File: config.mk
export PLATFORM = sky130hd
export DESIGN_NAME = rx_addr_filter
export DESIGN_NICKNAME = d
export VERILOG_FILES = /design/src/rtl/rxf_pkg.sv /design/src/rtl/rxf_slot_bank.sv /design/src/rtl/rxf_hash_bins.sv /design/src/rtl/rx_addr_filter.sv
export SDC_FILE = /design/constraint.sdc
export NUM_CORES = 1
export LEC_CHECK = 0
export BUFFER_PORTS_ARGS = -buffer_cell sky130_fd_sc_hd__buf_2
export CAP_MARGIN = 20
export CELL_PAD_IN_SITES_DETAIL_PLACEMENT = 1
export CELL_PAD_IN_SITES_GLOBAL_PLACEMENT = 1
export CORE_AREA = 2 2 204 286
export CTS_BUF_LIST = sky130_fd_sc_hd__clkbuf_8 sky130_fd_sc_hd__clkbuf_16
export CTS_CLUSTER_DIAMETER = 120
export DETAILED_ROUTE_END_ITERATION = 8
export DIE_AREA = 0 0 206 288
export HOLD_SLACK_MARGIN = 0.03
export PLACE_DENSITY = 0.71
export SLEW_MARGIN = 20
export SYNTH_ARGS = -nofsm -noshare
export SYNTH_HDL_FRONTEND = slang
export SYNTH_SLANG_ARGS = --single-unit
export TNS_END_PERCENT = 10
File: constraint.sdc
create_clock -name clk -period 3 [get_ports clk]
set_input_delay 0.75 -clock clk [delete_from_list [all_inputs] [get_ports clk]]
set_output_delay 0.75 -clock clk [all_outputs]
set_load 0.02 [all_outputs]
File: src/rtl/rxf_pkg.sv
package rxf_pkg;

  localparam int unsigned MAC_W      = 48;
  localparam int unsigned MAC_BYTES  = MAC_W / 8;
  localparam int unsigned HASH_IDX_W = MAC_BYTES;
  localparam int unsigned HASH_BINS  = 1 << HASH_IDX_W;

  typedef enum logic [1:0] {
    RSN_REJECT  = 2'd0,
    RSN_PROMISC = 2'd1,
    RSN_EXACT   = 2'd2,
    RSN_HASH    = 2'd3
  } rxf_reason_e;

  // Index bit (top - i) is the parity of byte i counted from the LSB end.
  function automatic logic [HASH_IDX_W-1:0] parity_index(input logic [MAC_W-1:0] a);
    logic [HASH_IDX_W-1:0] h;
    for (int i = 0; i < int'(MAC_BYTES); i++) begin
      h[HASH_IDX_W-1-i] = ^a[8*i +: 8];
    end
    return h;
  endfunction

  // Wire byte 0 sits in lo[7:0] but in bits 47:40 of the lookup value.
  function automatic logic [MAC_W-1:0] slot_value(input logic [31:0] lo,
                                                  input logic [15:0] hi);
    return {lo[7:0], lo[15:8], lo[23:16], lo[31:24], hi[7:0], hi[15:8]};
  endfunction

endpackage

File: src/rtl/rxf_slot_bank.sv
module rxf_slot_bank
  import rxf_pkg::*;
#(
  parameter int unsigned NUM_SLOTS = 8,
  parameter int unsigned AW        = 5,
  parameter int unsigned SLOT_BASE = 16
) (
  input  logic             clk,
  input  logic             rst,
  input  logic             wr_en,
  input  logic [AW-1:0]    wr_addr,
  input  logic [31:0]      wr_data,
  input  logic [MAC_W-1:0] lk_addr,
  output logic             any_hit
);

  logic [NUM_SLOTS-1:0] hit;

  for (genvar k = 0; k < NUM_SLOTS; k++) begin : g_slot
    localparam logic [AW-1:0] LO_IDX = AW'(SLOT_BASE + 2*k);
    localparam logic [AW-1:0] HI_IDX = AW'(SLOT_BASE + 2*k + 1);
    logic [31:0]      lo_q;
    logic [15:0]      hi_q;
    logic [MAC_W-1:0] val;

    always_ff @(posedge clk) begin
      if (rst) begin
        lo_q <= '0;
        hi_q <= '0;
      end else if (wr_en) begin
        if (wr_addr == LO_IDX) lo_q <= wr_data;
        if (wr_addr == HI_IDX) hi_q <= wr_data[15:0];
      end
    end

    assign val    = slot_value(lo_q, hi_q);
    assign hit[k] = (val != '0) && (val == lk_addr);
  end

  assign any_hit = |hit;

  // an empty slot cannot produce a hit on the zero address
  a_r4_zero_never_hits: assert property (@(posedge clk) disable iff (rst)
    any_hit |-> (lk_addr != '0));

endmodule

File: src/rtl/rxf_hash_bins.sv
module rxf_hash_bins
  import rxf_pkg::*;
(
  input  logic                  clk,
  input  logic                  rst,
  input  logic                  wr_bin_en,
  input  logic [HASH_IDX_W-1:0] wr_bin_idx,
  input  logic                  wr_bin_val,
  input  logic [MAC_W-1:0]      lk_addr,
  output logic                  group_hit
);

  logic [HASH_BINS-1:0]  bins_q;
  logic [HASH_IDX_W-1:0] lk_idx;

  always_ff @(posedge clk) begin
    if (rst) begin
      bins_q <= '0;
    end else if (wr_bin_en) begin
      bins_q[wr_bin_idx] <= wr_bin_val;
    end
  end

  assign lk_idx    = parity_index(lk_addr);
  assign group_hit = lk_addr[40] && bins_q[lk_idx];

  // the addressed bin takes the written value
  a_r7_bin_written: assert property (@(posedge clk) disable iff (rst)
    wr_bin_en |=> (bins_q[$past(wr_bin_idx)] == $past(wr_bin_val)));

  // a unicast lookup never reports a hash hit
  a_r8_unicast_no_hash: assert property (@(posedge clk) disable iff (rst)
    !lk_addr[40] |-> !group_hit);

endmodule

File: src/rtl/rx_addr_filter.sv
module rx_addr_filter
  import rxf_pkg::*;
#(
  parameter int unsigned NUM_SLOTS   = 8,
  parameter int unsigned SLOT_BASE   = 16,
  parameter int unsigned CTRL_IDX    = 0,
  parameter int unsigned HASH_IDX    = 1,
  parameter int unsigned PROMISC_BIT = 4,
  parameter int unsigned BINVAL_BIT  = 8,
  parameter int unsigned AW          = $clog2(SLOT_BASE + 2*NUM_SLOTS)
) (
  input  logic             clk,
  input  logic             rst,
  input  logic             wr_en,
  input  logic [AW-1:0]    wr_addr,
  input  logic [31:0]      wr_data,
  input  logic             lk_valid,
  input  logic [MAC_W-1:0] lk_addr,
  output logic             res_valid,
  output logic             res_accept,
  output logic [1:0]       res_reason
);

  localparam logic [AW-1:0] CTRL_A = AW'(CTRL_IDX);
  localparam logic [AW-1:0] HASH_A = AW'(HASH_IDX);

  logic        promisc_q;
  logic        exact_hit;
  logic        hash_hit;
  logic        is_bcast;
  rxf_reason_e reason_d;

  always_ff @(posedge clk) begin
    if (rst) begin
      promisc_q <= 1'b0;
    end else if (wr_en && wr_addr == CTRL_A) begin
      promisc_q <= wr_data[PROMISC_BIT];
    end
  end

  rxf_slot_bank #(
    .NUM_SLOTS (NUM_SLOTS),
    .AW        (AW),
    .SLOT_BASE (SLOT_BASE)
  ) u_slots (
    .clk     (clk),
    .rst     (rst),
    .wr_en   (wr_en),
    .wr_addr (wr_addr),
    .wr_data (wr_data),
    .lk_addr (lk_addr),
    .any_hit (exact_hit)
  );

  rxf_hash_bins u_hash (
    .clk        (clk),
    .rst        (rst),
    .wr_bin_en  (wr_en && wr_addr == HASH_A),
    .wr_bin_idx (wr_data[HASH_IDX_W-1:0]),
    .wr_bin_val (wr_data[BINVAL_BIT]),
    .lk_addr    (lk_addr),
    .group_hit  (hash_hit)
  );

  assign is_bcast = &lk_addr;

  always_comb begin
    if (promisc_q)                  reason_d = RSN_PROMISC;
    else if (exact_hit && !is_bcast) reason_d = RSN_EXACT;
    else if (hash_hit)              reason_d = RSN_HASH;
    else                            reason_d = RSN_REJECT;
  end

  always_ff @(posedge clk) begin
    if (rst) begin
      res_valid  <= 1'b0;
      res_accept <= 1'b0;
      res_reason <= RSN_REJECT;
    end else begin
      res_valid  <= lk_valid;
      res_accept <= lk_valid && (reason_d != RSN_REJECT);
      res_reason <= lk_valid ? reason_d : RSN_REJECT;
    end
  end

  // result strobe follows the lookup strobe by one cycle
  a_r2_valid_follows: assert property (@(posedge clk) disable iff (rst)
    lk_valid |=> res_valid);

  // quiet outputs when no lookup was presented
  a_r2_idle_quiet: assert property (@(posedge clk) disable iff (rst)
    !lk_valid |=> (!res_valid && !res_accept && res_reason == 2'd0));

  // accept agrees with the reason code
  a_r2_accept_matches_reason: assert property (@(posedge clk) disable iff (rst)
    res_accept == (res_reason != 2'd0));

  // promiscuous mode wins
  a_r9_promisc_wins: assert property (@(posedge clk) disable iff (rst)
    (lk_valid && promisc_q) |=> (res_reason == RSN_PROMISC));

  // broadcast is never reported as an exact match
  a_r11_bcast_not_exact: assert property (@(posedge clk) disable iff (rst)
    (lk_valid && is_bcast) |=> (res_reason != RSN_EXACT));

endmodule

**Word level (Yosys, flattened, before mapping)**

Cells that the tools add are included.

- Flip-flop bits (word level): 453
- Latch bits: 0
- RAM bits: 0
- Bits in read-only memories: 0
- Bits of input ports: 89
- Output and inout port bits: 4
- Word-level logic and storage cells: 108
- Memories: 0

- Add/subtract/negate cells: 0
- Multiply operators: 0
- Divide/modulo/power cells: 0
- $lt $le $gt $ge: 3
- Equality and inequality tests: 25
- Shift operators: 0
- Multiplexer cells: 8
- Bitwise operators: 1
- Reductions and logical operators: 50

Operators with widths:

| kind | number |
|---|---|
| $eq 48x48->1 | 8 |
| $reduce_bool 48->1 | 8 |
| $eq 5x5->1 const B | 16 |
| $bwmux 64 | 1 |
| $reduce_and 48->1 | 1 |
| $reduce_xor 8->1 | 6 |
| $reduce_and 2->1 | 16 |
| $logic_and 1x1->1 | 14 |
| $lt 6x7->1 const B | 2 |
| $reduce_or 8->1 | 1 |
| $bmux 1 s6 | 1 |
| $demux 1 s6 | 1 |
| $ge 6x1->1 const B | 1 |
| $mux 2 | 3 |
| $eq 5x1->1 const B | 1 |
| $logic_not 5->1 | 1 |
| $mux 1 | 2 |
| $reduce_bool 2->1 | 1 |
| $reduce_or 2->1 | 1 |
| $logic_not 1->1 | 1 |
| $not 1->1 | 1 |

**Depth between registers and ports, before layout**

Gate-level depths: netlist of the first run.

- Depth in word-level cells: 9
- Gate-level depth with buffers: 10
- Depth with buffers taken out: 9

**Hierarchy**

From an unflattened synthesis of the first run, not the netlist that was laid out.

- Cells, all modules: 2886
- Area total of the unflattened synthesis: 22715.5 um^2

By module, submodules not included:

| module | instances | cells an instance | area each (um^2) |
|---|---|---|---|
| rxf_slot_bank | 1 | 2433 | 18773.0 |
| rxf_hash_bins | 1 | 417 | 3643.5 |
| rx_addr_filter | 1 | 36 | 299.0 |

**Worst setup path after synthesis of the first run**

OpenSTA, ideal clock, no wires.

- Path type: input to register
- From: input port lk_addr[40]
- To: register res_reason[1]
- Library setup time: 116 ps
- Arrival time: 3154 ps
- Data required time: 2884 ps
- Path slack: -269 ps
- Stages: 10
- Path buffers: 1
- Cell sequence: ha_1 xor2_1 xnor2_2 buf_6 mux4_1 o211ai_1 nand3_1 o41ai_2 o21bai_1 and3b_1

- Longest elaborated chain between the ends: 7
- Elaborated cells between the ends (all ways): 27

RTL lines:

| element | line | source |
|---|---|---|
| from (decl) | rx_addr_filter.sv:18 | `input logic [MAC_W-1:0] lk_addr,` |
| $reduce_xor 8->1 | rxf_pkg.sv:19 | `h[HASH_IDX_W-1-i] = ^a[8*i +: 8];` |
| $bmux 1 s6 | rxf_hash_bins.sv:25 | `assign group_hit = lk_addr[40] && bins_q[lk_idx];` |
| $mux 1 (implied by the code) | rxf_hash_bins.sv:25 |  |
| $logic_and 1x1->1 | rxf_hash_bins.sv:25 |  |
| $mux 2 | rx_addr_filter.sv:70 | `else if (hash_hit) reason_d = RSN_HASH;` |
| $mux 2 (*) | rx_addr_filter.sv:69 | `else if (exact_hit && !is_bcast) reason_d = RSN_EXACT;` |
| $mux 2 (*) | rx_addr_filter.sv:68 | `if (promisc_q) reason_d = RSN_PROMISC;` |
| to (signal assigned) | rx_addr_filter.sv:82 | `res_reason <= lk_valid ? reason_d : RSN_REJECT;` |
| to (decl) | rx_addr_filter.sv:21 | `output logic [1:0] res_reason` |

Every way passes the cells marked *; elsewhere a longest branch is shown, timed or not. The select of a mux whose other input is x is not followed.
A chain may end at the register's enable or synchronous reset.

**Worst setup path in the final report of the first run**

- From: input port lk_addr[46]
- To: register res_reason[1]

Same word-level chain as after synthesis.

==> results.sh, run 1 <==
export IMPL_status="completed"
export IMPL_die_h_um=288
export IMPL_numPlacedInstances=3660
export IMPL_cts_tree="yes"
export IMPL_grt_pass1_vias=23308
export IMPL_grt_max_degree=83
export IMPL_maxCapViolations=0
export IMPL_routedWlPerCell_um=29.08
export IMPL_dp_hpwl_um=73590
export IMPL_place_gp_congestion=0.9600
export IMPL_layout_drive_gt1_share_pct=11.67
export IMPL_clock_sinks=453
export IMPL_async_flop_share_pct=0
export IMPL_worstSetupEndpointType="flop"
export IMPL_grt_pass1_wl_um=156500
export IMPL_setup_viol=0
export IMPL_cp_max_fo=8
export IMPL_drc_errors=0
export IMPL_design_core_area_um2=56990
export IMPL_synth_edf_count=0
export IMPL_syn2layout_area_growth_pct=16.93
export IMPL_clock_latency_ns=0.60
export IMPL_initial_core_util_pct=39.50
export IMPL_netlist_instances=2927
export IMPL_ant_nets=0
export IMPL_synthFlopType="dfxtp_1"
export IMPL_synth_top_cell_by_area="dfxtp_1"
export IMPL_worst_pin_slew_ns=1.034
export IMPL_synth_nets=3040
export IMPL_ios=93
export IMPL_syn_area_per_cell_um2=7.692
export IMPL_rows=104
export IMPL_cts_made_buffers=48
export IMPL_placement_io_buffers=92
export IMPL_netlist_area_um2=22510
export IMPL_wl_um=109000
export IMPL_crit_required_ns=3.55
export IMPL_seqPwrFrac_pct=41.3
export IMPL_diodes=0
export IMPL_die_w_um=206
export IMPL_finalHoldViolations=0
export IMPL_maxSlewViolCount=0
export IMPL_power_leakage_nw=10.13
export IMPL_clkPwrFrac_pct=44.9
export IMPL_track_usage_pct=36.43
export IMPL_drt_iter0_markers=2093
export IMPL_stdcell_area_um2=26330
export IMPL_grt_setup_unrepaired="false"
export IMPL_fillerInstances=6968
export IMPL_via_count=22853
export IMPL_finalCritPeriodShare_pct=96.35
export IMPL_worstPathArrival_ns=3.44
export IMPL_placed_cell_area_um2=24590
export IMPL_power_frac_comb_pct=13.8
export IMPL_h_tree_depth=2
export IMPL_switching_power_w=0.004109
export IMPL_p_int_w=0.01069
export IMPL_firstDrtPassIters=5
export IMPL_synth_area_leaders="dfxtp_1, xor2_1, nand2_1"
export IMPL_viasPerCell=6.096
export IMPL_swShare_pct=27.77
export IMPL_post_cts_resized=0
export IMPL_root_buffer="clkbuf_16"
export IMPL_die_area_um2=59330
export IMPL_path_clk_slew_ns=0.06
export IMPL_pre_cts_ws_ns=-0.4636
export IMPL_gr_total_overflow=0
export IMPL_synth_cell_types=39
export IMPL_skew_ns=0.01841
export IMPL_synth_warnings=0
export IMPL_antenna_found_initial=1
export IMPL_critical_path_class="in -> reg"
export IMPL_fmax_ghz=0.3460
export IMPL_tns_ns=0
export IMPL_p_per_area_nw_per_um2=562.2
export IMPL_period_minus_slack_ns=2.890
export IMPL_cts_hold_buf=0
export IMPL_peakVddDrop_mv=0.5042
export IMPL_critPathLaunchType="input pin"
export IMPL_hp_class="reg -> reg"
export IMPL_nets=3081
export IMPL_ys_seq_area_share_pct=40.28
export IMPL_post_cts_setup_buffers=0
export IMPL_synth_top_area_share_pct=40.28
export IMPL_ys_ff_latch=453
export IMPL_max_slew_margin_rel_pct=31.06
export IMPL_worst_slack_ns=0.1096
export IMPL_stdcell_count=3749
export IMPL_clock_path_buffers=3
## final cells by class
class | count | area (µm²) | share of cell area, %
tap | 742 | 928.4 | 3.527
clock inverter | 33 | 407.9 | 1.549
timing repair buffer | 236 | 1964 | 7.462
multi-input combinational | 2229 | 12630 | 47.99
clock buffer | 56 | 1323 | 5.024
sequential | 453 | 9069 | 34.45
## power by group through the flow
stage	combinational [W]	sequential (W)	clock, W
global route	0.00209	0.00611	0.00693
detailed placement	0.00198	0.00624	0
finish	0.00205	0.00611	0.00665
CTS	0.00200	0.00610	0.00668
floorplan	0.000984	0.00623	0
global placement	0.00195	0.00624	0
## synth_stat cells (4+ instances only)
cell	n
or2_2	4
nor3b_1	4
nand3_1	42
o21ai_0	36
nor4_1	200
clkbuf_2	16
xor2_1	390
a21oi_1	449
a41oi_1	4
nand3b_1	5
and3_1	4
nand4_1	63
nor2b_1	6
ha_1	24
nand2_1	875
dfxtp_1	453
xnor2_1	12
buf_1	11
mux4_1	14
clkbuf_1	216
nor2_1	49
nor3_1	16
o211ai_1	6
## registers in the layout, summed over array words and instances (netlist names)
| register | flops |
|---|---|
| res_reason | 2 |
| u_slots.g_slot.hi_q | 128 |
| promisc_q | 1 |
| u_slots.g_slot.lo_q | 256 |
| res_valid | 1 |
| res_accept | 1 |
| u_hash.bins_q | 64 |
## stage by stage
step | total power, W | hold WS, ns | utilization, %
after global routing | 0.01513 | 0.4827 | 46.19
after detailed placement | 0.008222 | 0.4509 | 43.15
final | 0.01480 | 0.4599 | 46.19
after global placement | 0.008188 | 0.4401 | 43.15
after CTS | 0.01478 | 0.4600 | 46.19
after floorplan | 0.007211 | 0.4317 | -
## worst max-delay path, cell delays in order
cell and delay [ns]:
buf_2 0.13, buf_4 0.36, xor2_1 0.12, nor4_1 0.38, nand4_1 0.14, nor4_1 0.63
buf_4 0.24, nor2_1 0.05, a41oi_1 0.27, o21bai_1 0.17, and3b_1 0.18
## cell families (layout without fill, tap and decap cells)
kind of cell | count (synthesis) | after routing | share of synthesized area (%)
adders and majority gates | 24 | 24 | 1.334
and+or+nand+nor | 1283 | 1283 | 25.21
DFF | 453 | 453 | 40.28
buffers and inverters | 245 | 325 | 4.213
xor gates and xnor gates | 403 | 403 | 15.71
muxes | 16 | 16 | 1.834
AOI/OAI and AO/OA | 503 | 503 | 11.42
## worst paths after layout
path / start / end / slack [ns] / depth (start not counted)
max reg2reg: u_slots.g_slot[7].lo_q[6] / res_reason[1] / 0.35 / 9
min: u_hash.bins_q[16] / u_hash.bins_q[16] / 0.46 / 2
max: lk_addr[46] / res_reason[1] / 0.11 / 11
min reg2reg: u_hash.bins_q[16] / u_hash.bins_q[16] / 0.46 / 2
## metal layers
metal  up-vias  GRT usage (%)  wire length (µm)
li1       9911              -                 -
met1     11367          42.95             40410
met2      1133          57.18             48670
met3       440          7.177              9081
met4         2          29.75             10870
met5         -              0                 8
## cell usage in the layout (no fill, tap or decap), types with 9 or more instances in the layout
cell type / Yosys / final
nand2_1: 875 / 875
dfxtp_1: 453 / 453
a21oi_1: 449 / 449
xor2_1: 390 / 389
nor4_1: 200 / 200
buf_4: 0 / 111
buf_2: 1 / 91
nand4_1: 63 / 63
clkbuf_16: 0 / 49
nor2_1: 49 / 43
nand3_1: 42 / 42
o21ai_0: 36 / 36
buf_12: 0 / 33
ha_1: 24 / 20
nor3_1: 16 / 12
xnor2_1: 12 / 10
mux4_1: 14 / 10
bufinv_16: 0 / 9
(Power assumes the default switching activity.)
==> run 2, diff against run 1 <==
--- a/config.mk
+++ b/config.mk
@@ -15,7 +15,7 @@
 export DETAILED_ROUTE_END_ITERATION = 8
 export DIE_AREA = 0 0 206 288
 export HOLD_SLACK_MARGIN = 0.03
-export PLACE_DENSITY = 0.71
+export PLACE_DENSITY = 0.68
 export SLEW_MARGIN = 20
 export SYNTH_ARGS = -nofsm -noshare
 export SYNTH_HDL_FRONTEND = slang
==> constraint.sdc (replaced) <==
create_clock -name clk -period 3.7 [get_ports clk]
set_input_delay 0.925 -clock clk [delete_from_list [all_inputs] [get_ports clk]]
set_output_delay 0.925 -clock clk [all_outputs]
set_load 0.02 [all_outputs]
==> run 2 against run 1 <==
Effect of this change:
- sequential cell count unchanged
- wire length is 0.24% higher
- largest power group unchanged
- sequential power fell by 19%
- core utilization decreased by 0.84 points
- die area is the same
==> results.sh, run 2 (synthesis results as in run 1) <==
export IMPL_critical_path_class="in -> reg"
export IMPL_stdcell_count=3720
export IMPL_switching_power_w=0.003319
export IMPL_die_w_um=206
export IMPL_cts_hold_buf=0
export IMPL_placement_io_buffers=92
export IMPL_diodes=0
export IMPL_cts_tree="yes"
export IMPL_fmax_ghz=0.3028
export IMPL_critical_path_top_delay_family="compound AO/OA/AOI/OAI gates"
export IMPL_root_buffer="clkbuf_16"
export IMPL_status="completed"
export IMPL_drt_iter0_markers=2137
export IMPL_period_minus_slack_ns=3.302
export IMPL_grt_pass1_vias=22808
export IMPL_maxCapViolations=0
export IMPL_grt_pass1_wl_um=156300
export IMPL_gr_total_overflow=0
export IMPL_nets=3058
export IMPL_max_slew_margin_rel_pct=22.62
export IMPL_place_gp_congestion=0.9713
export IMPL_fillerInstances=6953
export IMPL_wl_um=109300
export IMPL_p_int_w=0.008280
export IMPL_ant_nets=0
export IMPL_finalCritPeriodShare_pct=89.25
export IMPL_holdCritStartpoint="u_hash.bins_q[56]"
export IMPL_max_stage_delay_ns=0.58
export IMPL_cp_max_fo=15
export IMPL_maxSlewViolCount=0
export IMPL_viasPerCell=6.065
export IMPL_skew_ns=0.01932
export IMPL_setup_viol=0
export IMPL_post_cts_setup_buffers=0
export IMPL_clock_path_buffers=3
export IMPL_post_cts_resized=0
export IMPL_routedWlPerCell_um=29.38
export IMPL_power_frac_comb_pct=13.8
export IMPL_layout_drive_gt1_share_pct=10.41
export IMPL_hold_slack_ns=0.4631
export IMPL_final_common_cell="nand2_1"
export IMPL_final_cell_mix="nand2_1, dfxtp_1, a21oi_1"
export IMPL_r2r_end="res_reason[1]"
export IMPL_die_area_um2=59330
export IMPL_r2r_start="u_slots.g_slot[2].lo_q[29]"
export IMPL_path_clk_slew_ns=0.07
export IMPL_power_leakage_nw=9.956
export IMPL_largest_register="u_slots.g_slot.lo_q"
export IMPL_finalHoldViolations=0
export IMPL_numPlacedInstances=3637
export IMPL_cts_made_buffers=48
export IMPL_design_core_area_um2=56990
export IMPL_whs_endpoint="u_hash.bins_q[56]"
export IMPL_swShare_pct=28.62
export IMPL_die_h_um=288
export IMPL_crit_required_ns=4.19
export IMPL_hp_class="reg -> reg"
export IMPL_largestRegisters="u_slots.g_slot.lo_q (256), u_slots.g_slot.hi_q (128), u_hash.bins_q (64)"
export IMPL_seqPwrFrac_pct=42.7
export IMPL_via_count=22562
export IMPL_h_tree_depth=2
export IMPL_grt_setup_unrepaired="false"
export IMPL_largest_reg_flops=256
export IMPL_cp_cell_sequence="buf_2, ha_1, xnor2_1, xnor2_2, buf_12, mux4_1, o21ai_0, a41oi_1, o41ai_2, o21bai_1, and3b_1"
export IMPL_track_usage_pct=36.55
export IMPL_p_per_area_nw_per_um2=448.8
export IMPL_ios=93
export IMPL_worstSetupEndpointType="flop"
export IMPL_dp_hpwl_um=72080
export IMPL_clock_sinks=453
export IMPL_grt_max_degree=102
export IMPL_worst_pin_slew_ns=1.161
export IMPL_worstRegToRegCells=9
export IMPL_slowest_stage="mux4_1"
export IMPL_min_path_cells=2
export IMPL_cp_num_buf_inv=2
export IMPL_critPathLaunchType="input pin"
export IMPL_clkPwrFrac_pct=43.5
export IMPL_syn2layout_area_growth_pct=14.79
export IMPL_peakVddDrop_mv=0.3416
export IMPL_initial_core_util_pct=39.50
export IMPL_firstDrtPassIters=5
export IMPL_antenna_found_initial=3
export IMPL_clock_latency_ns=0.61
export IMPL_tns_ns=0
export IMPL_rows=104
export IMPL_drc_errors=0
export IMPL_worstPathArrival_ns=3.79
export IMPL_r2r_slack_ns=1.01
run 2: cell types whose count changed in the layout (fill, tap and decap cells not counted), moves of 2 or more:
| cell | change |
|---|---|
| buf_4 | -17 |
| buf_12 | -6 |
| bufinv_16 | -5 |
| ha_1 | +4 |
| ha_4 | -4 |
| mux4_1 | +4 |
| mux4_2 | -4 |
| clkbuf_8 | +3 |
| clkinvlp_4 | -3 |
| inv_1 | +2 |
| xnor2_4 | -2 |
run 2: worst max-delay path by stage:
stage	startpoint	to	slack, ns	cells after the start
floorplan	lk_addr[40]	res_reason[1]	0.26	10
CTS	lk_addr[46]	res_reason[1]	0.41	12
finish	lk_addr[46]	res_reason[1]	0.40	11
global placement	lk_addr[44]	res_reason[1]	-0.13	12
global route	lk_addr[40]	res_accept	0.22	11
detailed placement	lk_addr[40]	res_reason[1]	-0.21	12
run 2: worst reg2reg max path, stage by stage (launching register included):
cell,delay (ns)
dfxtp_1,0.38
nor4_1,0.59
nand4_1,0.24
nor3_1,0.25
nor4_1,0.09
buf_4,0.15
nor2_1,0.24
a41oi_1,0.22
o21bai_1,0.24
and3b_1,0.19
run 2: through the flow:
step                utilization [%]  worst slack, ns  instance area, µm²  power, W
floorplan                         -           0.2557               22510  0.005813
global placement              42.57          -0.1277               24260  0.006586
detailed placement            42.57          -0.2057               24260  0.006610
CTS                           45.35           0.4098               25840   0.01158
global route                  45.35           0.2166               25840   0.01184
finish                        45.35           0.3978               25840   0.01160
run 2: routing by layer:
layer / global-route usage (%) / vias to the layer above / share of wire (%)
met2: 58.26 / 1058 / 45
met4: 25.96 / 4 / 8.6
li1: - / 9876 / -
met3: 6.747 / 395 / 7.7
met1: 44.18 / 11229 / 38
met5: 0 / - / 0.024
run 2: layout make-up:
type	instances	area, µm²	share of cell area [%]
Multi-Input combinational cell	2229	12550	48.56
Sequential cell	453	9069	35.09
Timing Repair Buffer	213	1717	6.642
Clock buffer	59	1364	5.277
Tap cell	742	928.4	3.592
Clock inverter	24	217.7	0.8424
run 2: power by group through the flow:
stage / combinational [W] / clock [W] / sequential, W
floorplan: 0.000765 / 0 / 0.00505
global placement: 0.00153 / 0 / 0.00506
detailed placement: 0.00155 / 0 / 0.00506
CTS: 0.00156 / 0.00507 / 0.00495
global route: 0.00163 / 0.00526 / 0.00495
finish: 0.00160 / 0.00505 / 0.00495
